[src/rtl/lic_pkg.sv]
package lic_pkg;
  localparam int REG_W = 32;
  localparam int ID_W  = 8;

  localparam logic [11:0] OFS_ID     = 12'h020;
  localparam logic [11:0] OFS_EOI    = 12'h0B0;
  localparam logic [11:0] OFS_SPUR   = 12'h0F0;
  localparam logic [11:0] OFS_CMD_LO = 12'h300;
  localparam logic [11:0] OFS_CMD_HI = 12'h310;

  typedef enum logic [2:0] {
    DM_FIXED  = 3'b000,
    DM_LOWPRI = 3'b001,
    DM_SMI    = 3'b010,
    DM_RSV_A  = 3'b011,
    DM_NMI    = 3'b100,
    DM_INIT   = 3'b101,
    DM_START  = 3'b110,
    DM_RSV_B  = 3'b111
  } dmode_e;

  typedef struct packed {
    logic [1:0] shorthand;
    logic       trigger;
    logic       level;
    logic       dest_logical;
    dmode_e     mode;
    logic [7:0] vector;
  } cmd_lo_t;

  function automatic logic mode_reserved(input logic [2:0] m);
    return m[1:0] == 2'b11;
  endfunction

  function automatic cmd_lo_t unpack_lo(input logic [REG_W-1:0] w);
    cmd_lo_t c;
    c.vector       = w[7:0];
    c.mode         = dmode_e'(w[10:8]);
    c.dest_logical = w[11];
    c.level        = w[14];
    c.trigger      = w[15];
    c.shorthand    = w[19:18];
    return c;
  endfunction

  function automatic logic [REG_W-1:0] pack_lo(input cmd_lo_t c, input logic busy);
    logic [REG_W-1:0] w;
    w        = '0;
    w[7:0]   = c.vector;
    w[10:8]  = c.mode;
    w[11]    = c.dest_logical;
    w[12]    = busy;
    w[14]    = c.level;
    w[15]    = c.trigger;
    w[19:18] = c.shorthand;
    return w;
  endfunction
endpackage

[src/rtl/lic_addr_decode.sv]
module lic_addr_decode #(
  parameter int ADDR_W = 12
) (
  input  logic [ADDR_W-1:0] addr,
  output logic              hit_id,
  output logic              hit_eoi,
  output logic              hit_spur,
  output logic              hit_lo,
  output logic              hit_hi
);
  import lic_pkg::*;

  assign hit_id   = (addr == ADDR_W'(OFS_ID));
  assign hit_eoi  = (addr == ADDR_W'(OFS_EOI));
  assign hit_spur = (addr == ADDR_W'(OFS_SPUR));
  assign hit_lo   = (addr == ADDR_W'(OFS_CMD_LO));
  assign hit_hi   = (addr == ADDR_W'(OFS_CMD_HI));
endmodule

[src/rtl/lic_regfile.sv]
module lic_regfile (
  input  logic                    clk,
  input  logic                    rst_n,
  input  logic                    wr_id,
  input  logic                    wr_eoi,
  input  logic                    wr_spur,
  input  logic                    wr_hi,
  input  logic [lic_pkg::ID_W-1:0] top_byte,
  input  logic [8:0]              spur_bits,
  output logic [lic_pkg::ID_W-1:0] local_id,
  output logic [lic_pkg::ID_W-1:0] dest_hi,
  output logic [7:0]              spur_vec,
  output logic                    unit_en,
  output logic                    eoi_pulse
);
  always_ff @(posedge clk or negedge rst_n) begin
    if (!rst_n) begin
      local_id  <= '0;
      dest_hi   <= '0;
      spur_vec  <= 8'hFF;
      unit_en   <= 1'b0;
      eoi_pulse <= 1'b0;
    end else begin
      eoi_pulse <= wr_eoi;
      if (wr_id)   local_id <= top_byte;
      if (wr_hi)   dest_hi  <= top_byte;
      if (wr_spur) begin
        spur_vec <= spur_bits[7:0];
        unit_en  <= spur_bits[8];
      end
    end
  end
endmodule

[src/rtl/lic_cmd_launch.sv]
module lic_cmd_launch (
  input  logic                     clk,
  input  logic                     rst_n,
  input  logic                     wr_lo,
  input  lic_pkg::cmd_lo_t         lo_in,
  input  logic                     unit_en,
  input  logic [lic_pkg::ID_W-1:0] dest_hi,
  input  logic                     msg_accept,
  output lic_pkg::cmd_lo_t         lo_q,
  output lic_pkg::cmd_lo_t         msg_q,
  output logic [lic_pkg::ID_W-1:0] msg_dest_q,
  output logic                     busy,
  output logic                     fault,
  output logic                     take,
  output logic                     launch
);
  import lic_pkg::*;

  logic open_wr;
  assign open_wr = wr_lo && !busy;
  assign take    = open_wr && !mode_reserved(lo_in.mode);
  assign launch  = take && unit_en;

  always_ff @(posedge clk or negedge rst_n) begin
    if (!rst_n) begin
      lo_q       <= '0;
      msg_q      <= '0;
      msg_dest_q <= '0;
      busy       <= 1'b0;
      fault      <= 1'b0;
    end else begin
      if (open_wr) fault <= !take;
      if (take) lo_q <= lo_in;
      if (launch) begin
        msg_q      <= lo_in;
        msg_dest_q <= dest_hi;
        busy       <= 1'b1;
      end else if (busy && msg_accept) begin
        busy <= 1'b0;
      end
    end
  end
endmodule

[src/rtl/lic_ipi_unit.sv]
module lic_ipi_unit #(
  parameter int ADDR_W = 12
) (
  input  logic              clk,
  input  logic              rst_n,
  input  logic              reg_we,
  input  logic [ADDR_W-1:0] reg_addr,
  input  logic [31:0]       reg_wdata,
  output logic [31:0]       reg_rdata,
  output logic              eoi_pulse,
  output logic              cmd_fault,
  output logic              msg_valid,
  input  logic              msg_accept,
  output logic [7:0]        msg_vector,
  output logic [2:0]        msg_mode,
  output logic              msg_dest_logical,
  output logic              msg_level,
  output logic              msg_trigger,
  output logic [1:0]        msg_shorthand,
  output logic [7:0]        msg_dest
);
  import lic_pkg::*;

  localparam int TOP_LSB = REG_W - ID_W;

  logic hit_id, hit_eoi, hit_spur, hit_lo, hit_hi;
  logic [ID_W-1:0] local_id, dest_hi, msg_dest_q;
  logic [7:0] spur_vec;
  logic unit_en, busy, take, launch;
  cmd_lo_t lo_q, msg_q;
  logic unused_wbits;

  assign unused_wbits = ^{reg_wdata[TOP_LSB-1:20], reg_wdata[17:16], reg_wdata[13:12]};

  lic_addr_decode #(.ADDR_W(ADDR_W)) u_dec (
    .addr(reg_addr), .hit_id(hit_id), .hit_eoi(hit_eoi),
    .hit_spur(hit_spur), .hit_lo(hit_lo), .hit_hi(hit_hi)
  );

  lic_regfile u_regs (
    .clk(clk), .rst_n(rst_n),
    .wr_id(reg_we && hit_id), .wr_eoi(reg_we && hit_eoi),
    .wr_spur(reg_we && hit_spur), .wr_hi(reg_we && hit_hi),
    .top_byte(reg_wdata[REG_W-1:TOP_LSB]), .spur_bits(reg_wdata[8:0]),
    .local_id(local_id), .dest_hi(dest_hi), .spur_vec(spur_vec),
    .unit_en(unit_en), .eoi_pulse(eoi_pulse)
  );

  lic_cmd_launch u_cmd (
    .clk(clk), .rst_n(rst_n), .wr_lo(reg_we && hit_lo),
    .lo_in(unpack_lo(reg_wdata)), .unit_en(unit_en), .dest_hi(dest_hi),
    .msg_accept(msg_accept), .lo_q(lo_q), .msg_q(msg_q),
    .msg_dest_q(msg_dest_q), .busy(busy), .fault(cmd_fault),
    .take(take), .launch(launch)
  );

  always_comb begin
    reg_rdata = '0;
    if (hit_id)   reg_rdata = {local_id, {TOP_LSB{1'b0}}};
    if (hit_spur) reg_rdata = {{(REG_W-9){1'b0}}, unit_en, spur_vec};
    if (hit_hi)   reg_rdata = {dest_hi, {TOP_LSB{1'b0}}};
    if (hit_lo)   reg_rdata = pack_lo(lo_q, busy);
  end

  assign msg_valid        = busy;
  assign msg_vector       = msg_q.vector;
  assign msg_mode         = msg_q.mode;
  assign msg_dest_logical = msg_q.dest_logical;
  assign msg_level        = msg_q.level;
  assign msg_trigger      = msg_q.trigger;
  assign msg_shorthand    = msg_q.shorthand;
  assign msg_dest         = msg_dest_q;
endmodule

[config.mk]
export PLATFORM = sky130hd
export DESIGN_NAME = lic_ipi_unit
export DESIGN_NICKNAME = d
export VERILOG_FILES = /design/src/rtl/lic_pkg.sv /design/src/rtl/lic_addr_decode.sv /design/src/rtl/lic_regfile.sv /design/src/rtl/lic_cmd_launch.sv /design/src/rtl/lic_ipi_unit.sv
export SDC_FILE = /design/constraint.sdc
export NUM_CORES = 1
export LEC_CHECK = 0
export ABC_AREA = 1
export BUFFER_PORTS_ARGS = -buffer_cell sky130_fd_sc_hd__buf_2
export CAP_MARGIN = 20
export CORE_UTILIZATION = 30
export CTS_CLUSTER_SIZE = 20
export DETAILED_ROUTE_END_ITERATION = 10
export PLACE_DENSITY = 0.51
export SYNTH_ARGS = -nofsm -noshare
export SYNTH_HDL_FRONTEND = slang
export SYNTH_SLANG_ARGS = --single-unit
[constraint.sdc]
create_clock -name clk -period 3.1 [get_ports clk]
set_input_delay 0.62 -clock clk [delete_from_list [all_inputs] [get_ports clk]]
set_output_delay 0.62 -clock clk [all_outputs]
set_load 0.005 [all_outputs]
# After elaboration in Yosys (flattened, before gate mapping)
# Index checks and enable logic that the tools add are counted.
# Widths: inputs -> output; s select.
# op_classes
eq_ne,6
muxes,6
n_reduce_logical,13
# op_table
cell,n
$mux 32,4
$eq 12x10->1 const B,2
$eq 12x8->1 const B,2
$eq 12x6->1 const B,1
$logic_and 1x1->1,9
$logic_not 1->1,3
$eq 2x2->1 const B,1
$mux 1,2
$reduce_bool 2->1,1
# word_totals
elab_cells,45
output_inout_bits,59
register_bits,68
input_bits,48

# Longest topological paths before layout
# logic_depth
word_depth,6
depth_mapped,9
depth_no_buf,8

# Modules after synthesis
# From an unflattened synthesis, not the netlist that was laid out.
# unflattened
cells_unflattened,434
hier_area_um2,3363.2
# by_module_without_submodules
module,seq_area_each_um2,cells_each,instances,area_per_inst_um2
lic_cmd_launch,1051.0,184,1,1712.9
lic_regfile,660.6,107,1,987.2
lic_ipi_unit,0.0,111,1,529.3
lic_addr_decode,0.0,32,1,133.9

# Least setup slack after synthesis
# No wires, ideal clock.
# synth_path
path_kind,in2out
from,input port reg_addr[3]
to,output port reg_rdata[8]
stages,7
path_buffers,2
required_time_ns,2.480
path_slack_ns,0.968
arrival_time_ns,1.512
path_cell_list,nor2_2 > nand2_4 > nor2_8 > buf_8 > nand2_4 > buf_6 > o22ai_1
# synth_between
elab_chain_cells,4
word_cells_on_any_way,6
classes_between,eq/ne: 3; mux: 3
# synth_lines
element,line_no,rtl
start: declaration,lic_ipi_unit.sv:7,"input logic [ADDR_W-1:0] reg_addr,"
$eq 12x8->1,lic_addr_decode.sv:15,assign hit_spur = (addr == ADDR_W'(OFS_SPUR));
$mux 32,lic_ipi_unit.sv:60,"if (hit_spur) reg_rdata = {{(REG_W-9){1'b0}}, unit_en, spur_vec};"
$mux 32,lic_ipi_unit.sv:61,"if (hit_hi) reg_rdata = {dest_hi, {TOP_LSB{1'b0}}};"
$mux 32 (*),lic_ipi_unit.sv:62,"if (hit_lo) reg_rdata = pack_lo(lo_q, busy);"
end: declaration,lic_ipi_unit.sv:9,"output logic [31:0] reg_rdata,"
# Every way passes the cells marked *; elsewhere a longest branch is shown, timed or not.

# Final worst setup path
# layout_path
from,input port reg_addr[3]
to,output port reg_rdata[27]
# layout_between
elab_chain_cells,5
word_cells_on_any_way,8
classes_between,eq/ne: 4; mux: 4
# layout_lines
element,line_no,rtl
$eq 12x6->1,lic_addr_decode.sv:13,assign hit_id = (addr == ADDR_W'(OFS_ID));
$mux 32,lic_ipi_unit.sv:59,"if (hit_id) reg_rdata = {local_id, {TOP_LSB{1'b0}}};"
$mux 32,lic_ipi_unit.sv:60,
$mux 32,lic_ipi_unit.sv:61,
$mux 32 (*),lic_ipi_unit.sv:62,
# Marked as above.

==> Implementation_results.wiki <==
{| class="wikitable"
! Metric !! Value
|-
| Number of global-route vias before repair || 2,935
|-
| Cell count of the worst reg-to-reg path || 3
|-
| CTS tree || yes
|-
| Number of filler cells placed in the layout || 1,175
|-
| Worst reg2reg path endpoint || u_cmd.msg_q[13]$_DFFE_PN0P_
|-
| Post-Synthesis Cell Area || 0.00346 mm2
|-
| Total global routing overflow || 0
|-
| Status || finished clean
|-
| Dominant register cell in the synthesized netlist || sky130_fd_sc_hd__dfrtp_1
|-
| Worst setup slack for register-to-register paths || 930 ps
|-
| Nature of the critical path endpoint || output port
|-
| Number of clock sinks || 68
|-
| Total die area || 0.0120 mm2
|-
| Final setup violation count || 0
|-
| DRC viols || 0
|-
| Placed Instance Area || 0.00396 mm2
|-
| Highest net fanout along the worst path || 17
|-
| Antenna violations before repair || 0
|-
| Router iterations before antenna repair || 4
|-
| Critical path type || input port to output port
|-
| Total Power || 1.98 mW
|-
| Post-Route Setup TNS || 0 ps
|-
| Clock edge transition at the registers on the reported setup and hold paths || 60 ps
|-
| Headroom to the max-slew limit || 45.4%
|-
| GRT Util Overall || 15.9%
|-
| Most numerous cell in the Yosys netlist || sky130_fd_sc_hd__nand2_1
|-
| Bufs on Longest Clock Path || 2
|-
| Routability congestion estimate || 0.785
|-
| Transition time of the tightest slew-check pin || 814 ps
|-
| End-of-flow core utilization || 38.5%
|-
| Fraction of the cycle the final worst path needs || 81.2%
|-
| Global-route wire length before repair || 14.4 mm
|-
| Vias per cell || 4.45
|-
| Worst r2r src || u_regs.unit_en$_DFFE_PN0P_
|-
| Synth Register Bits || 68
|-
| Leading post-synthesis cells by cell area || sky130_fd_sc_hd__dfrtp_1 (43%), sky130_fd_sc_hd__nand2_1 (13%), sky130_fd_sc_hd__nand3_1 (6.2%)
|-
| Core Area || 0.0110 mm2
|-
| Ports placed on the boundary || 107
|-
| Synthesized netlist cell count || 412
|-
| Class of the tightest hold or removal check || input port to async pin
|-
| Number of pins with negative max-slew slack in the final report || 0
|-
| Skew-Pair Late Insertion Delay || 330 ps
|-
| Average detailed-routed wire length per instance || 13.5 um
|-
| CTS hold repair buffers || 0
|-
| Chip Height || 109 um
|-
| Antenna cells || 0
|-
| Total power divided by cell area || 467 mW/mm2
|-
| Number of nets in the layout || 547
|-
| Worst IR Drop VDD || 333 uV
|-
| Critical path data required time || 2480 ps
|-
| Number of CTS-inserted buffers || 9
|-
| CTS root buffer || sky130_fd_sc_hd__clkbuf_16
|-
| Count of synthesis-stage warnings from yosys || 0
|-
| Vias || 2,866
|-
| Starting utilization of the core area || 31.4%
|-
| Setup repair after global routing missed its margin || no
|-
| Sequential element share of the synthesized area || 49.4%
|-
| Fraction of final layout cells with drive strength greater than 1 || 28.2%
|-
| Most instantiated cells after synthesis || sky130_fd_sc_hd__nand2_1 (116), sky130_fd_sc_hd__dfrtp_1 (60), sky130_fd_sc_hd__inv_1 (49)
|-
| Worst endpoint data arrival time || 1900 ps
|-
| Hold Violations, Final || 0
|-
| Nature of the critical path startpoint || input port
|-
| Area growth syn-to-layout || 22.7%
|-
| Number of buffers inserted by port buffering || 91
|-
| CTS-repair resized insts || 0
|-
| Number of buffers inserted to repair setup after CTS || 0
|-
| Antenna Nets Post-Route || 0
|-
| # H-tree levels || 3
|-
| Largest net degree at the start of global routing || 39
|-
| Die extent in x || 109 um
|-
| Cell variety after synth || 33
|-
| Total leakage power || 2.23 nW
|-
| Achievable Freq || 0.397 GHz
|-
| Detailed Route WL || 8.68 mm
|-
| Async set-or-reset flop fraction in the synthesized netlist || 100%
|-
| Synth top area share || 43.4%
|-
| Placement Rows || 38
|-
| Mean post-synth cell area || 8.41 um2
|-
| Number of flops mapped to enable cells by yosys || 0
|-
| Number of design-rule violations left by the first detailed-router iteration || 153
|-
| Max-cap violations || 0
|-
| Final Skew || 8.63 ps
|-
| Design Area, Final || 0.00425 mm2
|-
| HPWL after DPL || 6.20 mm
|-
| Largest area contributor in the synthesized netlist || sky130_fd_sc_hd__dfrtp_1
|-
| Shortest clock period the worst path allows after layout || 2520 ps
|}
==> metrics by stage <==
stage	setup slack [ps]	hold WS, ps	std cells
6_report	584	321	644
5_1_grt	358	350	644
4_1_cts	556	326	644
3_5_place_dp	560	466	628
3_3_place_gp	540	461	628
2_1_floorplan	968	324	418
==> registers in the layout (all words and copies together) (netlist names), 8 cells and up <==
register	flops
u_cmd.lo_q	16
u_cmd.msg_q	16
u_cmd.msg_dest_q	8
u_regs.dest_hi	8
u_regs.local_id	8
u_regs.spur_vec	8
==> cells by family after synthesis <==
| logic type | after synthesis | share of synthesized area (%) |
|---|---|---|
| AND/OR/NAND/NOR | 196 | 27.1 |
| buffers and inverters | 79 | 11.3 |
| AO/OA/AOI/OAI | 68 | 12.0 |
| flip-flops | 68 | 49.4 |
| other | 1 | 0.108 |
==> per-layer routing <==
layer  vias to the layer above  track usage (%)  share of wire, %
met4                         0             4.57              0.98
met3                         7             4.45               5.6
met1                      1326             19.7                45
li1                       1465                -                 -
met2                        68             26.9                48
met5                         -                0                 0
==> placed cells by master, fill, tap and decap left out, drive strengths merged <==
cell      instances
conb              7
clkinv            3
clkinvlp          1
bufinv            1
nor3              2
o21a              1
clkbuf           12
a21oi             2
dfstp             8
nor2             25
o21bai           24
inv              52
nand2           122
o22ai             2
nor4              1
dfrtp            60
nand4             2
o21ai            39
buf              96
nand3            44
==> critical path, stage by stage <==
cell,delay [ps]
sky130_fd_sc_hd__buf_2,100
sky130_fd_sc_hd__nor2_2,140
sky130_fd_sc_hd__nand2_4,120
sky130_fd_sc_hd__nor3_4,560
sky130_fd_sc_hd__nand2_1,110
sky130_fd_sc_hd__o21ai_0,100
sky130_fd_sc_hd__buf_2,130
==> how the worst max path moves through the flow <==
stage	from	endpoint	slack, ps	cells past startpoint
after floorplan	reg_addr[3]	reg_rdata[8]	970	7
after global placement	reg_addr[3]	reg_rdata[26]	540	7
after detailed placement	reg_addr[11]	reg_rdata[26]	560	7
after CTS	reg_addr[3]	reg_rdata[26]	560	7
after global routing	reg_addr[11]	reg_rdata[27]	360	7
final	reg_addr[3]	reg_rdata[27]	580	7
==> report_power, final <==
group	internal, mW	switching [mW]	total (mW)
Combinational	0.0284	0.0622	0.0906
Clock	0.623	0.373	0.996
Sequential	0.894	0.00283	0.897
Total	1.55	0.438	1.98
==> layout make-up <==
cell class / instances / area, um2 / area share, %
repair buffers: 96 / 493 / 11.6
multi-input cells: 271 / 1380 / 32.5
clock inverters: 4 / 51.3 / 1.21
clock buffers: 12 / 236 / 5.57
flip-flops and latches: 68 / 1710 / 40.3
well taps: 140 / 175 / 4.12
inverters: 53 / 199 / 4.68
Power figures use the tool's default switching activity.
